## src/rtl/regXferPkg.sv

```systemverilog
package regXferPkg;

  typedef enum logic [2:0] {
    XS_IDLE,
    XS_RF_RD,
    XS_RF_CAP,
    XS_MEM_REQ,
    XS_MEM_WAIT,
    XS_RF_WR,
    XS_FINISH
  } xferStateT;

  typedef struct packed {
    logic launch;   // accept a start: clear index, latch thread, seed counter
    logic stepIdx;  // advance to the next register
    logic grabRf;   // capture register-file read data
    logic grabMem;  // capture memory response data
    logic tally;    // count one busy cycle
    logic close;    // publish the cycle count
  } xferStrobesT;

endpackage

```

## src/rtl/regXferCtrl.sv

```systemverilog
module regXferCtrl
  import regXferPkg::*;
(
  input  logic        clk,
  input  logic        rstN,
  input  logic        startReq,
  input  logic        startDir,
  input  logic        lastIdx,
  input  logic        memReqReady,
  input  logic        memRspValid,
  output xferStrobesT strobes,
  output logic        busy,
  output logic        done,
  output logic        rfRdEn,
  output logic        rfWrEn,
  output logic        memReqValid,
  output logic        memReqWrite
);

  xferStateT state, nextState;
  logic      dirRestore;

  always_ff @(posedge clk or negedge rstN) begin
    if (!rstN) begin
      state      <= XS_IDLE;
      dirRestore <= 1'b0;
    end else begin
      state <= nextState;
      if (strobes.launch) dirRestore <= startDir;
    end
  end

  always_comb begin
    nextState = state;
    strobes   = '0;
    unique case (state)
      XS_IDLE: begin
        if (startReq) begin
          strobes.launch = 1'b1;
          nextState      = startDir ? XS_MEM_REQ : XS_RF_RD;
        end
      end
      XS_RF_RD:  nextState = XS_RF_CAP;
      XS_RF_CAP: begin
        strobes.grabRf = 1'b1;
        nextState      = XS_MEM_REQ;
      end
      XS_MEM_REQ: begin
        if (memReqReady) nextState = XS_MEM_WAIT;
      end
      XS_MEM_WAIT: begin
        if (memRspValid) begin
          if (dirRestore) begin
            strobes.grabMem = 1'b1;
            nextState       = XS_RF_WR;
          end else if (lastIdx) begin
            nextState = XS_FINISH;
          end else begin
            strobes.stepIdx = 1'b1;
            nextState       = XS_RF_RD;
          end
        end
      end
      XS_RF_WR: begin
        if (lastIdx) begin
          nextState = XS_FINISH;
        end else begin
          strobes.stepIdx = 1'b1;
          nextState       = XS_MEM_REQ;
        end
      end
      XS_FINISH: begin
        strobes.close = 1'b1;
        nextState     = XS_IDLE;
      end
      default: nextState = XS_IDLE;
    endcase
    strobes.tally = (state != XS_IDLE) && (state != XS_FINISH);
  end

  assign busy        = (state != XS_IDLE);
  assign done        = (state == XS_FINISH);
  assign rfRdEn      = (state == XS_RF_RD);
  assign rfWrEn      = (state == XS_RF_WR);
  assign memReqValid = (state == XS_MEM_REQ);
  assign memReqWrite = !dirRestore;

endmodule

```

## src/rtl/regXferPath.sv

```systemverilog
module regXferPath
  import regXferPkg::*;
#(
  parameter int              NUM_REGS  = 277,
  parameter int              DATA_W    = 64,
  parameter int              ADDR_W    = 32,
  parameter int              TID_W     = 4,
  parameter int              CNT_W     = 16,
  parameter logic [ADDR_W-1:0] SAVE_BASE = 32'h0010_0000,
  localparam int             IDX_W     = $clog2(NUM_REGS)
) (
  input  logic              clk,
  input  logic              rstN,
  input  xferStrobesT       strobes,
  input  logic [TID_W-1:0]  threadId,
  input  logic [DATA_W-1:0] rfRdData,
  input  logic [DATA_W-1:0] memRspRdata,
  output logic [IDX_W-1:0]  regIdx,
  output logic              lastIdx,
  output logic [ADDR_W-1:0] memReqAddr,
  output logic [DATA_W-1:0] stageData,
  output logic [CNT_W-1:0]  phaseCycles
);

  localparam int              WORD_BYTES   = DATA_W / 8;
  localparam int              WORD_SHIFT   = $clog2(WORD_BYTES);
  localparam int              REGION_BYTES = NUM_REGS * WORD_BYTES;
  localparam logic [ADDR_W-1:0] REGION_A   = ADDR_W'(REGION_BYTES);
  localparam logic [IDX_W-1:0]  LAST_IDX   = IDX_W'(NUM_REGS - 1);

  logic [TID_W-1:0]  tidReg;
  logic [CNT_W-1:0]  cycleCnt;

  always_ff @(posedge clk or negedge rstN) begin
    if (!rstN) begin
      regIdx      <= '0;
      tidReg      <= '0;
      stageData   <= '0;
      cycleCnt    <= '0;
      phaseCycles <= '0;
    end else begin
      if (strobes.launch) begin
        regIdx   <= '0;
        tidReg   <= threadId;
        cycleCnt <= CNT_W'(1);
      end else begin
        if (strobes.stepIdx) regIdx <= regIdx + 1'b1;
        if (strobes.tally && (cycleCnt != {CNT_W{1'b1}})) cycleCnt <= cycleCnt + 1'b1;
      end
      if (strobes.grabRf)       stageData <= rfRdData;
      else if (strobes.grabMem) stageData <= memRspRdata;
      if (strobes.close) phaseCycles <= cycleCnt;
    end
  end

  assign lastIdx    = (regIdx == LAST_IDX);
  assign memReqAddr = SAVE_BASE
                    + (ADDR_W'(tidReg) * REGION_A)
                    + (ADDR_W'(regIdx) << WORD_SHIFT);

endmodule

```

## src/rtl/regXferEngine.sv

```systemverilog
module regXferEngine
  import regXferPkg::*;
#(
  parameter int              NUM_REGS  = 277,
  parameter int              DATA_W    = 64,
  parameter int              ADDR_W    = 32,
  parameter int              TID_W     = 4,
  parameter int              CNT_W     = 16,
  parameter logic [ADDR_W-1:0] SAVE_BASE = 32'h0010_0000,
  localparam int             IDX_W     = $clog2(NUM_REGS)
) (
  input  logic              clk,
  input  logic              rstN,
  input  logic              startReq,
  input  logic              startDir,
  input  logic [TID_W-1:0]  threadId,
  output logic              busy,
  output logic              done,
  output logic [CNT_W-1:0]  phaseCycles,
  output logic              rfRdEn,
  output logic [IDX_W-1:0]  rfRdIdx,
  input  logic [DATA_W-1:0] rfRdData,
  output logic              rfWrEn,
  output logic [IDX_W-1:0]  rfWrIdx,
  output logic [DATA_W-1:0] rfWrData,
  output logic              memReqValid,
  input  logic              memReqReady,
  output logic              memReqWrite,
  output logic [ADDR_W-1:0] memReqAddr,
  output logic [DATA_W-1:0] memReqWdata,
  input  logic              memRspValid,
  input  logic [DATA_W-1:0] memRspRdata
);

  xferStrobesT       strobes;
  logic              lastIdx;
  logic [IDX_W-1:0]  regIdx;
  logic [DATA_W-1:0] stageData;

  regXferCtrl uCtrl (
    .clk         (clk),
    .rstN        (rstN),
    .startReq    (startReq),
    .startDir    (startDir),
    .lastIdx     (lastIdx),
    .memReqReady (memReqReady),
    .memRspValid (memRspValid),
    .strobes     (strobes),
    .busy        (busy),
    .done        (done),
    .rfRdEn      (rfRdEn),
    .rfWrEn      (rfWrEn),
    .memReqValid (memReqValid),
    .memReqWrite (memReqWrite)
  );

  regXferPath #(
    .NUM_REGS  (NUM_REGS),
    .DATA_W    (DATA_W),
    .ADDR_W    (ADDR_W),
    .TID_W     (TID_W),
    .CNT_W     (CNT_W),
    .SAVE_BASE (SAVE_BASE)
  ) uPath (
    .clk         (clk),
    .rstN        (rstN),
    .strobes     (strobes),
    .threadId    (threadId),
    .rfRdData    (rfRdData),
    .memRspRdata (memRspRdata),
    .regIdx      (regIdx),
    .lastIdx     (lastIdx),
    .memReqAddr  (memReqAddr),
    .stageData   (stageData),
    .phaseCycles (phaseCycles)
  );

  assign rfRdIdx     = regIdx;
  assign rfWrIdx     = regIdx;
  assign rfWrData    = stageData;
  assign memReqWdata = stageData;

endmodule

```

## config.mk

```make
export PLATFORM = sky130hd
export DESIGN_NAME = regXferEngine
export DESIGN_NICKNAME = d
export VERILOG_FILES = /design/src/rtl/regXferPkg.sv /design/src/rtl/regXferCtrl.sv /design/src/rtl/regXferPath.sv /design/src/rtl/regXferEngine.sv
export SDC_FILE = /design/constraint.sdc
export NUM_CORES = 1
export LEC_CHECK = 0
export ABC_AREA = 1
export BUFFER_PORTS_ARGS = -buffer_cell sky130_fd_sc_hd__buf_2
export CELL_PAD_IN_SITES_DETAIL_PLACEMENT = 1
export CELL_PAD_IN_SITES_GLOBAL_PLACEMENT = 1
export CORE_ASPECT_RATIO = 0.75
export CORE_MARGIN = 1.5
export CORE_UTILIZATION = 32
export DETAILED_ROUTE_END_ITERATION = 8
export GPL_ROUTABILITY_DRIVEN = 0
export PLACE_DENSITY_LB_ADDON = 0.1
export SETUP_SLACK_MARGIN = 0.3
export SLEW_MARGIN = 20
export SYNTH_ARGS = -nofsm -noshare
export SYNTH_HDL_FRONTEND = slang
export SYNTH_SLANG_ARGS = --single-unit
```

## constraint.sdc

```tcl
create_clock -name clk -period 3.9 [get_ports clk]
set_clock_uncertainty 0.2 [all_clocks]
set_input_delay 0.195 -clock clk [delete_from_list [all_inputs] [get_ports clk]]
set_output_delay 0.195 -clock clk [all_outputs]
set_load 0.01 [all_outputs]
```

==> run metrics <==
status finished, final reports clean; drt first-iter violations 325; Critical Path Stages 20; Yosys warnings 0; drt pass-1 iters 4; R2R Path Start uCtrl.state[1]; layout cells sized above 1 32.9%; CTS tree built; Worst Setup EP memReqAddr[14]; Max FO, Critical Path 7; fin worst setup slack 0.189 ns; row count 46; most frequent cells in the layout buf_2 (317), nand2_1 (238), dlygate4sd3_1 (137), dfrtp_1 (112), nor2_1 (95); Die X 173 um; Pwr Total 9030 uW; antenna cells 0; wire per inst 15.9 um; Port Buf Inserts 318; r2r worst-path depth 9; Cell Pwr Density 868 mW/mm^2; Leak 0.00518 uW; Critical Path Start uPath.tidReg[1]; wirelength, routed 25.2 mm; WP data arrival 3.32 ns; Buf+Inv Stages, Crit Path 4; Starting Density 32.7%; Synth cell types 33; slowest cell on the critical path dfrtp_1; Critical Path Source Type register; CTS Buf Count 17; setup_tns 0 ns; Die ar. 0.0226 mm^2; final setup fails 0; CTS root buffer clkbuf_16; post-layout instance area 0.0104 mm^2; Min Clock Period, post-route 3.71 ns; Worst Path Required 3.50 ns; worst vdd ir 335 uV; H-tree depth 4; Hold Path Class input pin to asynchronous set/reset pin; Rel. slew slack 48.3%; Via-to-Cell Ratio 4.62; Cells after Synth 898; largest net degree at the start of global routing 71; part of the cycle the worst path needs 95.2%; clock transition at the registers of the reported paths 0.06 ns; Hold Fails Final Rpt 0; CP Capture Type primary output; IO Pins 338; RR Endpoint uPath.stageData[23]; Seq/Total Area, Yosys 40.8%; DPL Wire Length 17.1 mm; commonest non-fill, non-tap cell in the layout buf_2; CP top delay family simple AND/OR/NAND/NOR gates; # DRC 0; Post-Syn Area 0.00694 mm^2; Final Net Count 1447; post-synthesis area per instance 7.72 um^2; pre-CTS setup slack 0.151 ns; cell mode on critical path nand2_1; Fmax 269 MHz; measured slew at the worst slew-check pin 0.775 ns; vias in the first global route 7488; RSZ-0062 raised after global routing yes; Worst R2R Setup Slack 0.95 ns; antenna violations before repair 0; clock buffer depth 2; hold_ws 0.205 ns; placed cell areas 0.00814 mm^2; #FFs+latches synth 113; GRT Util Overall 22.0%; Worst path max stage delay 0.38 ns; clk sink count 113; Layout area overhead 49.9%; first-pass GRT wire length 39.3 mm; Setup CP Type register to primary output; Via Count 7326; Skew-Pair Late Insertion Delay 0.41 ns; core area 0.0212 mm^2; chip height 130 um; cells along the critical path buf_4 > ha_1 > nand2_1 > inv_1 > or2_4 > ha_4 > nand3_4 > nand2_4 > nand3_2 > nand2_2 > xor2_1 > ha_1 > nand2_2 > inv_2 > a21oi_4 > nand3_4 > nand3_2 > nand2_1 > nand2_1 > buf_2; Pins Over Slew Limit 0; Final ANT Viol Nets 0; GRT overflow 0; total of max-cap violations 0
## flip-flops by register name, indices dropped and copies added (netlist names)
signal and count:
uCtrl.dirRestore 1, uCtrl.state 3, uPath.cycleCnt 16, uPath.phaseCycles 16
uPath.regIdx 9, uPath.stageData 64, uPath.tidReg 4
## worst min path at each step
stage                                endpoint  slack (ns)  cells past startpoint
after floorplan              uCtrl.dirRestore       -0.30                      0
after global placement    uPath.stageData[57]         0.1                      1
after detailed placement  uPath.stageData[57]        0.10                      1
after CTS                 uPath.stageData[57]        0.20                      2
after global routing      uPath.stageData[57]        0.25                      2
final                     uPath.stageData[55]        0.20                      2
## metrics by stage
| step | cells | utilization (%) |
|---|---|---|
| detailed placement | 1403 | 38.4 |
| finish | 1587 | 49.1 |
| CTS | 1584 | 48.5 |
| floorplan | 915 | - |
| global route | 1587 | 49.1 |
| global placement | 1403 | 38.4 |
## final cells by class
cell class	instances	area (um^2)
fill	2682	10800
multi-input combinational	617	3230
timing repair buffer	480	3180
sequential	113	2830
clock buffer	23	498
tap	288	360
inverter	58	218
clock inverter	8	78.8
## what timing repair did
item / in CTS / in global routing
hold buffers: 137 / 0
pin swaps: 19 / 16
gates resized for setup: 20 / 25
endpoints found under the hold margin: 123 / 0
endpoints found under the setup margin: 7 / 8
buffers inserted: 13 / 3
## logic make-up after synthesis
family,after synthesis,share of synthesized area (%)
adder cells (fa/ha/maj),22,4.08
AO/OA/AOI/OAI,129,10.7
other,2,0.108
buffers and inverters,185,16.4
flip-flops,113,40.8
XOR/XNOR,22,2.78
AND/OR/NAND/NOR,425,25.2
## routing by layer
metal | global-route usage (%) | part of all wire, % | vias up
li1 | - | - | 3588
met1 | 26.7 | 44 | 3500
met2 | 39.6 | 50 | 207
met3 | 5.03 | 5.1 | 31
met4 | 6.45 | 1.4 | 0
met5 | 0 | 0 | -
## power breakdown
group | switching (uW) | total [uW] | internal [uW]
logic | 2910 | 5380 | 2470
registers | 463 | 2130 | 1660
clock network | 561 | 1520 | 956
## synth_stat cells
library cell  count  share of area [%]
nor2_1           97                5.2
o211ai_1          1               0.11
clkbuf_1          3               0.16
nor3_1           14                1.0
nand4_1          16                1.4
buf_6             8                1.3
a21oi_1          12               0.87
nand3_1          30                2.2
inv_2             4               0.22
a31oi_1          65                5.9
nand3_2           1               0.14
buf_4            94                 10
xnor2_1           5               0.63
nor2_4            1               0.16
dfrtp_1         113                 41
or2_2             2               0.18
o31ai_1           1               0.11
nand2_1         253                 14
fa_1              1               0.29
a21boi_0          1               0.11
nand3b_1          2               0.22
nand2_2           5               0.45
conb_1            2               0.11
xor2_1           17                2.1
nor3_2            2               0.29
inv_1            54                2.9
o21ai_0          46                3.3
ha_1             21                3.8
a31o_2            1               0.13
a21o_1            1               0.11
a211oi_1          1               0.11
buf_2            22                1.6
nor2_2            2               0.18
(Power assumes the default switching activity.)
